--- src/rtl/rxd_pkg.sv ---
package rxd_pkg;
    localparam int LEN_W  = 12;
    localparam int PTR_W  = 16;
    localparam int DESC_W = 4 + LEN_W + PTR_W;

    typedef struct packed {
        logic             empty;
        logic             wrap;
        logic             len_err;
        logic             frm_err;
        logic [LEN_W-1:0] len;
        logic [PTR_W-1:0] ptr;
    } rxd_desc_t;

    typedef enum logic [3:0] {
        ST_HALT, ST_FETCH, ST_CHECK, ST_READY, ST_POLL,
        ST_RECV, ST_WBACK, ST_DROP, ST_GSTOP
    } rxd_state_t;
endpackage

--- src/rtl/rxd_track.sv ---
module rxd_track (
    input  logic clk,
    input  logic rst_n,
    input  logic beat,
    input  logic sof,
    input  logic eof,
    output logic open_next
);
    logic open_q;

    always_comb begin
        open_next = open_q;
        if (beat && sof && !eof) open_next = 1'b1;
        else if (beat && eof)    open_next = 1'b0;
    end

    always_ff @(posedge clk or negedge rst_n) begin
        if (!rst_n) open_q <= 1'b0;
        else        open_q <= open_next;
    end
endmodule

--- src/rtl/rxd_fill.sv ---
module rxd_fill #(
    parameter int LEN_W  = 12,
    parameter int PTR_W  = 16,
    parameter int BYTE_W = 8
) (
    input  logic              clk,
    input  logic              rst_n,
    input  logic              start,
    input  logic              take,
    input  logic [LEN_W-1:0]  max_len,
    input  logic [PTR_W-1:0]  ptr,
    input  logic [BYTE_W-1:0] rx_data,
    input  logic              rx_err,
    output logic              buf_we,
    output logic [PTR_W-1:0]  buf_addr,
    output logic [BYTE_W-1:0] buf_wdata,
    output logic [LEN_W-1:0]  count,
    output logic              len_err,
    output logic              frm_err
);
    logic room;
    logic zero_lim;

    assign zero_lim  = (max_len == '0);
    assign room      = (count < max_len);
    assign buf_we    = (start && !zero_lim) || (take && room);
    assign buf_addr  = start ? ptr : ptr + PTR_W'(count);
    assign buf_wdata = rx_data;

    always_ff @(posedge clk or negedge rst_n) begin
        if (!rst_n) begin
            count   <= '0;
            len_err <= 1'b0;
            frm_err <= 1'b0;
        end else if (start) begin
            count   <= zero_lim ? '0 : LEN_W'(1);
            len_err <= zero_lim;
            frm_err <= rx_err;
        end else if (take) begin
            if (room) count   <= count + 1'b1;
            else      len_err <= 1'b1;
            frm_err <= frm_err | rx_err;
        end
    end
endmodule

--- src/rtl/rxd_events.sv ---
module rxd_events (
    input  logic clk,
    input  logic rst_n,
    input  logic busy_set,
    input  logic busy_w1c,
    input  logic gsc_set,
    input  logic gsc_w1c,
    output logic ev_busy,
    output logic ev_gsc
);
    always_ff @(posedge clk or negedge rst_n) begin
        if (!rst_n) begin
            ev_busy <= 1'b0;
            ev_gsc  <= 1'b0;
        end else begin
            if (busy_set)      ev_busy <= 1'b1;
            else if (busy_w1c) ev_busy <= 1'b0;
            if (gsc_set)       ev_gsc  <= 1'b1;
            else if (gsc_w1c)  ev_gsc  <= 1'b0;
        end
    end
endmodule

--- src/rtl/rxd_fsm.sv ---
module rxd_fsm
    import rxd_pkg::*;
#(
    parameter int DESC_AW = 8
) (
    input  logic               clk,
    input  logic               rst_n,
    input  logic [DESC_AW-1:0] ring_base,
    input  logic               stop_req,
    input  logic               halt_clr,
    input  logic               beat,
    input  logic               sof,
    input  logic               eof,
    input  logic               open_next,
    input  logic [DESC_W-1:0]  desc_rdata,
    input  logic [LEN_W-1:0]   fill_len,
    input  logic               fill_lerr,
    input  logic               fill_ferr,
    output logic [DESC_AW-1:0] desc_addr,
    output logic               desc_rd,
    output logic               desc_wr,
    output logic [DESC_W-1:0]  desc_wdata,
    output logic               start,
    output logic               take,
    output logic [PTR_W-1:0]   cur_ptr,
    output logic               busy_set,
    output logic               gsc_set,
    output logic               halted
);
    rxd_state_t         state, nxt;
    rxd_desc_t          rdesc, wdesc;
    logic [DESC_AW-1:0] idx;
    logic               rd_vld;
    logic               q_wrap;
    logic [PTR_W-1:0]   q_ptr;
    logic               sof_b;

    assign rdesc = rxd_desc_t'(desc_rdata);
    assign sof_b = beat && sof;

    // next state
    always_comb begin
        nxt = state;
        unique case (state)
            ST_HALT:  if (halt_clr) nxt = open_next ? ST_DROP : ST_FETCH;
            ST_FETCH: nxt = ST_CHECK;
            ST_CHECK: nxt = rdesc.empty ? ST_READY : ST_POLL;
            ST_POLL: begin
                if (sof_b)                      nxt = ST_HALT;
                else if (stop_req)              nxt = ST_GSTOP;
                else if (rd_vld && rdesc.empty) nxt = ST_READY;
            end
            ST_READY: begin
                if (stop_req)   nxt = ST_GSTOP;
                else if (sof_b) nxt = eof ? ST_WBACK : ST_RECV;
            end
            ST_RECV:  if (beat && eof) nxt = ST_WBACK;
            ST_WBACK: nxt = stop_req ? ST_GSTOP : ST_FETCH;
            ST_GSTOP: if (!stop_req) nxt = open_next ? ST_DROP : ST_FETCH;
            ST_DROP:  if (beat && eof) nxt = ST_FETCH;
            default:  nxt = ST_HALT;
        endcase
    end

    // state and ring registers
    always_ff @(posedge clk or negedge rst_n) begin
        if (!rst_n) begin
            state  <= ST_HALT;
            idx    <= '0;
            rd_vld <= 1'b0;
            q_wrap <= 1'b0;
            q_ptr  <= '0;
        end else begin
            state  <= nxt;
            rd_vld <= desc_rd;
            if (state == ST_CHECK || (state == ST_POLL && rd_vld)) begin
                q_wrap <= rdesc.wrap;
                q_ptr  <= rdesc.ptr;
            end
            if (state == ST_WBACK)
                idx <= q_wrap ? '0 : idx + 1'b1;
        end
    end

    // outputs
    always_comb begin
        desc_rd  = 1'b0;
        desc_wr  = 1'b0;
        start    = 1'b0;
        take     = 1'b0;
        busy_set = 1'b0;
        gsc_set  = 1'b0;
        halted   = 1'b0;
        unique case (state)
            ST_HALT:  halted = 1'b1;
            ST_FETCH: desc_rd = 1'b1;
            ST_POLL: begin
                desc_rd  = 1'b1;
                busy_set = sof_b;
                gsc_set  = !sof_b && stop_req;
            end
            ST_READY: begin
                gsc_set = stop_req;
                start   = !stop_req && sof_b;
            end
            ST_RECV:  take = beat;
            ST_WBACK: begin
                desc_wr = 1'b1;
                gsc_set = stop_req;
            end
            default: ;
        endcase
    end

    always_comb begin
        wdesc.empty   = 1'b0;
        wdesc.wrap    = q_wrap;
        wdesc.len_err = fill_lerr;
        wdesc.frm_err = fill_ferr;
        wdesc.len     = fill_len;
        wdesc.ptr     = q_ptr;
    end

    assign desc_wdata = wdesc;
    assign desc_addr  = ring_base + idx;
    assign cur_ptr    = q_ptr;
endmodule

--- src/rtl/rxd_engine.sv ---
module rxd_engine
    import rxd_pkg::*;
#(
    parameter int DESC_AW = 8,
    parameter int BYTE_W  = 8
) (
    input  logic               clk,
    input  logic               rst_n,
    input  logic [DESC_AW-1:0] ring_base,
    input  logic [LEN_W-1:0]   max_len,
    input  logic               stop_req,
    input  logic               halt_clr,
    input  logic               ev_busy_w1c,
    input  logic               ev_gsc_w1c,
    input  logic               rx_valid,
    input  logic [BYTE_W-1:0]  rx_data,
    input  logic               rx_sof,
    input  logic               rx_eof,
    input  logic               rx_err,
    output logic [DESC_AW-1:0] desc_addr,
    output logic               desc_rd,
    input  logic [DESC_W-1:0]  desc_rdata,
    output logic               desc_wr,
    output logic [DESC_W-1:0]  desc_wdata,
    output logic               buf_we,
    output logic [PTR_W-1:0]   buf_addr,
    output logic [BYTE_W-1:0]  buf_wdata,
    output logic               ev_busy,
    output logic               ev_gsc,
    output logic               rx_halted
);
    logic             open_next;
    logic             start, take, busy_set, gsc_set;
    logic [PTR_W-1:0] cur_ptr;
    logic [LEN_W-1:0] fill_len;
    logic             fill_lerr, fill_ferr;

    rxd_track u_track (
        .clk(clk), .rst_n(rst_n), .beat(rx_valid), .sof(rx_sof),
        .eof(rx_eof), .open_next(open_next)
    );

    rxd_fsm #(.DESC_AW(DESC_AW)) u_fsm (
        .clk(clk), .rst_n(rst_n), .ring_base(ring_base),
        .stop_req(stop_req), .halt_clr(halt_clr), .beat(rx_valid),
        .sof(rx_sof), .eof(rx_eof), .open_next(open_next),
        .desc_rdata(desc_rdata), .fill_len(fill_len),
        .fill_lerr(fill_lerr), .fill_ferr(fill_ferr),
        .desc_addr(desc_addr), .desc_rd(desc_rd), .desc_wr(desc_wr),
        .desc_wdata(desc_wdata), .start(start), .take(take),
        .cur_ptr(cur_ptr), .busy_set(busy_set), .gsc_set(gsc_set),
        .halted(rx_halted)
    );

    rxd_fill #(.LEN_W(LEN_W), .PTR_W(PTR_W), .BYTE_W(BYTE_W)) u_fill (
        .clk(clk), .rst_n(rst_n), .start(start), .take(take),
        .max_len(max_len), .ptr(cur_ptr), .rx_data(rx_data),
        .rx_err(rx_err), .buf_we(buf_we), .buf_addr(buf_addr),
        .buf_wdata(buf_wdata), .count(fill_len), .len_err(fill_lerr),
        .frm_err(fill_ferr)
    );

    rxd_events u_events (
        .clk(clk), .rst_n(rst_n), .busy_set(busy_set),
        .busy_w1c(ev_busy_w1c), .gsc_set(gsc_set), .gsc_w1c(ev_gsc_w1c),
        .ev_busy(ev_busy), .ev_gsc(ev_gsc)
    );
endmodule

--- config.mk ---
export PLATFORM = sky130hd
export DESIGN_NAME = rxd_engine
export DESIGN_NICKNAME = d
export VERILOG_FILES = /design/src/rtl/rxd_pkg.sv /design/src/rtl/rxd_track.sv /design/src/rtl/rxd_fill.sv /design/src/rtl/rxd_events.sv /design/src/rtl/rxd_fsm.sv /design/src/rtl/rxd_engine.sv
export SDC_FILE = /design/constraint.sdc
export NUM_CORES = 1
export LEC_CHECK = 0
export BUFFER_PORTS_ARGS = -buffer_cell sky130_fd_sc_hd__buf_2
export CAP_MARGIN = 20
export CORE_MARGIN = 2
export CORE_UTILIZATION = 51
export CTS_CLUSTER_DIAMETER = 120
export CTS_CLUSTER_SIZE = 40
export DETAILED_ROUTE_END_ITERATION = 7
export GPL_TIMING_DRIVEN = 0
export PLACE_DENSITY_LB_ADDON = 0.2
export SLEW_MARGIN = 10
export SYNTH_ARGS = -nofsm -noshare
export SYNTH_HDL_FRONTEND = slang
export SYNTH_HIERARCHICAL = 1
export SYNTH_SLANG_ARGS = --single-unit
--- constraint.sdc ---
create_clock -name clk -period 2.68 [get_ports clk]
set_input_delay 0.402 -clock clk [delete_from_list [all_inputs] [get_ports clk]]
set_output_delay 0.402 -clock clk [all_outputs]
set_load 0.005 [all_outputs]
==> results.txt, run 1 <==
outcome: finished clean
Seq cells post-synth: 47
asr flop ratio synth: 1.00
vias post-DR: 3810
crit share post-route: 0.990
maximum vdd drop: 0.000594 V
Sw Ratio: 0.404
post-route ant nets: 0
Worst-path clk slew: 80 ps
initial cell density of the core: 0.519
Setup Crit Path Kind: flop to output port
Synth area leader: dfrtp_1
vias per cell: 5.46
final setup fails: 0
CP Data Required Time: 2280 ps
switching pwr: 1870 uW
CP max stage cell: dfrtp_2
worst-path fanout max: 2
Leakage: 0.00254 uW
mean post-synth cell area: 8.83 um2
vias in the first global route: 3451
sequential element share of the synthesized area: 0.298
routability congestion estimate: 0.847
Hold Violations, Final: 0
H-tree depth: 2
Num CTS Buffers: 5
placed wire-length estimate: 7.39 mm
CP max stage delay: 450 ps
sequential power share: 0.269
Cell Pwr Density: 889 mW/mm2
CTS Sinks: 47
I/O Pins: 140
Setup TNS: 0 ps
number of synthesized flops with an enable pin: 0
area fraction of the dominant cell type after synthesis: 0.298
FMAX: 377 MHz
Top FF cell, synth: dfrtp_1
largest net degree at the start of global routing: 48
Arr. time, crit path: 2250 ps
Detailed Routing Iterations Pass 1: 4
RSZ-0062 raised after global routing: yes
Cell Chain, Critical Path: ha_4 -> fa_2 -> a21oi_4 -> o21ai_4 -> buf_4 -> nand4_1 -> nand3_1 -> nand3_1 -> xnor2_1 -> buf_2
GR Util All Layers: 0.236
PortBufs: 116
final WL: 10.2 mm
most frequent cells in the layout: 121 x buf_2, 64 x buf_4, 39 x nand2_1
Core Rows: 32
first-pass GRT wire length: 16.3 mm
most common cell after layout, fill and taps aside: buf_2
worst hold path class: input pin to asynchronous set/reset pin
Longest Clk Path Bufs: 2
DRT iter0 DRCs: 148
Slew Viols, Final: 0
post-synth cell types: 57
layout cells sized above 1: 0.436
CTS tree: done
Synth Instances: 447
Residual DRC: 0
Worst Skew: 3.34 ps
Post-Syn Nets: 551
mapped cell area: 0.00395 mm2
Critical Path Most Common Cell: nand3_1
max-cap viol count: 0
max_slew headroom: 0.598
clk_lat worst skew: 290 ps
Combinational Power Share: 0.630
WL/cell: 14.6 um
initial antenna violation count: 0
synth top area cells: dfrtp_1 30%, ha_1 10%, buf_4 7.6%
antenna fix cells: 0
die width: 92.0 um
post-layout min period: 2650 ps
Area Growth Syn to Fin: 31.7%
Pint: 2750 uW
die area: 0.00846 mm2
CP endpoint kind: output port
NumNets Final: 699
Root Buffer: clkbuf_8
Startpoint Class: flop
power share of the clock group: 0.101
worst-margin pin slew: 603 ps
CTS Hold Bufs: 0
Yosys warning count: 6
Die Y: 92.0 um
Pwr Total: 4620 uW
core area: 0.00761 mm2
total congestion overflow: 0
-- Yosys cell counts (3+ instances only) --
cell type	instances
or4_1	6
dfrtp_1	47
buf_4	40
a21o_1	6
mux2i_1	3
nor2_1	17
a211oi_1	6
nor4_1	5
clkbuf_1	6
mux2_1	10
mux2_2	15
o31ai_1	5
nor3_1	7
nand3_1	15
nor2b_1	8
xor2_1	13
ha_1	32
or3_1	3
xnor2_1	12
nand3b_1	3
o21ai_0	17
inv_1	25
nand2_1	39
o211ai_1	5
buf_2	5
o21ai_1	19
a21oi_1	36
nand4_1	6
-- path summary, 6_finish.rpt --
check / from / to / slack [ps] / depth (start not counted)
max in group asynchronous: rst_n / u_fsm/cur_ptr[0] / 2030 / 2
setup reg to reg: u_fsm/state[0] / u_fill/count[9] / 260 / 6
min in group clk: desc_rdata[9] / u_fsm/cur_ptr[9] / 320 / 2
hold reg to reg: u_events/ev_busy / u_events/ev_busy / 490 / 1
hold / removal: rst_n / u_track/open_q / 110 / 1
setup / recovery: u_fsm/cur_ptr[0] / buf_addr[14] / 30 / 10
-- state kept, by name, indices dropped and copies added (netlist names) --
name              count
u_fsm/cur_ptr        16
u_fill/count         12
u_fsm/idx             8
u_fsm/state           4
u_events/ev_busy      1
u_events/ev_gsc       1
u_fill/frm_err        1
u_fill/len_err        1
u_fsm/q_wrap          1
u_fsm/rd_vld          1
u_track/open_q        1
-- worst max-delay path: cells and delay by family (launching register included) --
| family | cells | cell delay (ps) |
|---|---|---|
| adders and majority gates | 2 | 570 |
| DFF | 1 | 450 |
| and+or+nand+nor | 3 | 290 |
| buffers and inverters | 2 | 270 |
| AOI/OAI and AO/OA | 2 | 260 |
| xor gates and xnor gates | 1 | 110 |
-- per-layer routing --
layer | global-route usage | part of all wire | routed length, um
met4 | 0.0560 | 0.0095 | 97
met1 | 0.323 | 0.44 | 4510
met2 | 0.396 | 0.49 | 4950
met5 | 0 | 0 | 0
met3 | 0.0345 | 0.059 | 601
-- per-stage QoR --
stage               setup slack (ps)  std cells  hold WS, ps  utilization  instance area, um2
finish                          27.0        698          110        0.683                5200
global route                   -77.3        698          141        0.683                5200
CTS                            -49.5        679          316        0.648                4930
detailed placement              -196        665          474        0.612                4650
global placement                -188        665          458        0.612                4650
floorplan                        338        447          106            -                3950
-- power groups by stage --
stage	combinational [uW]	sequential (uW)	clock, uW
finish	2910	1240	468
floorplan	1710	1160	0
CTS	2650	1260	485
global route	3190	1290	514
global placement	2390	1240	0
detailed placement	2460	1260	0
-- layout make-up --
class	instances	area (um2)
plain buffers	54	384
clock buffers	8	100
flip-flops and latches	47	1200
multi-input cells	321	2510
well taps	102	128
inverters	25	93.8
fillers	609	2410
repair buffers	141	788
-- kinds of logic (layout without fill, tap and decap cells) --
group,Yosys count,after routing,synth area share
AND/OR/NAND/NOR,121,121,0.160
AO/OA/AOI/OAI,112,112,0.176
buffers and inverters,79,228,0.119
flip-flops,47,47,0.298
adder cells (fa/ha/maj),34,34,0.112
multiplexers,28,28,0.0789
XOR/XNOR,25,25,0.0555
other,1,1,0.000950
-- timing repair --
action                                 in CTS  in global routing
endpoints found under the hold margin       0                  0
pin swaps                                  10                 16
buffers inserted                            6                 18
cloned                                      0                  0
setup endpoints to repair                  18                 17
gates resized for setup                    30                 28
No activity file was read; power rests on OpenSTA's default activity.
==> inputs of run 2 (changes only) <==
==> constraint.sdc (replaced) <==
create_clock -name clk -period 2.6 [get_ports clk]
set_input_delay 0.39 -clock clk [delete_from_list [all_inputs] [get_ports clk]]
set_output_delay 0.39 -clock clk [all_outputs]
set_load 0.005 [all_outputs]
==> run 2 against run 1 <==
- the run now ends with negative setup slack left
- clock-buffer cell count stayed put
- hold slack worse by 22 ps
- critical path depth is 2 lower
- non-clock buffer count is 2 lower
- clock skew is 0.61 ps higher
- sequential cell count stayed put
- first-iteration DRC count is 4.7% higher
- setup slack worse by 89 ps
- routed wire length is 0.42% higher
- sequential power is 6% higher
- critical path type unchanged
==> results.txt, run 2 (synthesis results as in run 1) <==
outcome: finished, violations left
failing checks: negative setup slack
die area: 0.00846 mm2
placed wire-length estimate: 7.39 mm
Worst Skew: 3.94 ps
die width: 92.0 um
Arr. time, crit path: 2270 ps
initial antenna violation count: 0
Residual DRC: 0
most common cell after layout, fill and taps aside: buf_2
Pwr Total: 4730 uW
H-tree depth: 2
Worst R2R Start: u_fill/count[2]
max_slew headroom: 0.608
CTS Hold Bufs: 0
Setup Crit Path Kind: flop to output port
WL/cell: 14.7 um
Cell Pwr Density: 910 mW/mm2
CTS tree: done
max-cap viol count: 0
CP endpoint kind: output port
maximum vdd drop: 0.000599 V
antenna fix cells: 0
first-pass GRT wire length: 16.7 mm
Slew Viols, Final: 0
crit share post-route: 1.02
total congestion overflow: 0
Die Y: 92.0 um
Core Rows: 32
vias in the first global route: 3547
Num CTS Buffers: 5
Worst-path clk slew: 90 ps
post-layout min period: 2660 ps
CP startpoint: u_fsm/cur_ptr[0]
final setup fails: 5
Leakage: 0.00253 uW
most frequent cells in the layout: 120 x buf_2, 64 x buf_4, 39 x nand2_1
GR Util All Layers: 0.243
Placement Setup Slack: -264 ps
CTS Sinks: 47
clk_lat worst skew: 300 ps
Layout fillers: 608
Area Growth Syn to Fin: 31.7%
I/O Pins: 140
worst-margin pin slew: 588 ps
FMAX: 376 MHz
WHS: 88.3 ps
Setup TNS: -98.7 ps
Final WS setup: -62.1 ps
Hold Violations, Final: 0
CP Data Required Time: 2210 ps
routability congestion estimate: 0.847
worst-path fanout max: 2
Root Buffer: clkbuf_8
Startpoint Class: flop
NumNets Final: 697
final WL: 10.2 mm
vias per cell: 5.42
layout cells sized above 1: 0.434
core area: 0.00761 mm2
RSZ-0062 raised after global routing: yes
worst hold path class: input pin to asynchronous set/reset pin
post-route ant nets: 0
initial cell density of the core: 0.519
vias post-DR: 3773
Longest Clk Path Bufs: 2
PortBufs: 116
DRT iter0 DRCs: 155
Largest register FFs: 16
largest net degree at the start of global routing: 48
Detailed Routing Iterations Pass 1: 7
-- run 2: changes by cell type in the layout (fill, tap and decap cells not counted), sizes merged --
cell and delta:
buf -1, clkbuf -1
-- run 2: power by group --
| group | internal (uW) | switching, uW | total (uW) |
|---|---|---|---|
| combinational | 1580 | 1360 | 2930 |
| sequential | 995 | 311 | 1310 |
| clock | 243 | 247 | 490 |
-- run 2: final timing paths --
check / endpoint / slack, ps / cells after the start
worst max-delay path: buf_addr[8] / -60 / 8
worst min-delay path: u_track/open_q / 90 / 1
worst max register to register: u_fill/count[10] / 140 / 9
worst min register to register: u_events/ev_busy / 490 / 1
max in group asynchronous: u_fsm/cur_ptr[0] / 1980 / 2
min in group clk: u_fsm/cur_ptr[9] / 300 / 2
-- run 2: per-layer routing --
metal	global-route usage	wire length (um)
met5	0	0
met4	0.0597	78
met3	0.0411	625
met2	0.411	4970
met1	0.326	4530
-- run 2: repair_timing --
action | in CTS | in global routing
pin swaps | 14 | 8
setup endpoints to repair | 22 | 18
resized for setup | 38 | 25
setup buffers | 13 | 10
cloned | 0 | 0
-- run 2: stage by stage --
step	utilization	std cells	cell area (um2)
4_1_cts	0.659	686	5010
2_1_floorplan	-	447	3950
3_3_place_gp	0.612	665	4650
5_1_grt	0.683	696	5200
6_report	0.683	696	5200
3_5_place_dp	0.612	665	4650
-- run 2: area by class of cell --
type,instances,area (um2),share of cell area
clock buffers,8,100,0.0193
flip-flops and latches,47,1190,0.230
well taps,102,128,0.0246
multi-input cells,321,2510,0.484
repair buffers,140,781,0.150
inverters,25,93.8,0.0181
plain buffers,53,384,0.0739
-- run 2: worst max-delay path: stages (launching register included) --
cell	delay, ps
dfrtp_2	450
ha_4	170
fa_2	370
a21oi_4	150
o21ai_2	100
a31oi_4	210
xnor2_1	100
mux2_2	280
buf_2	130
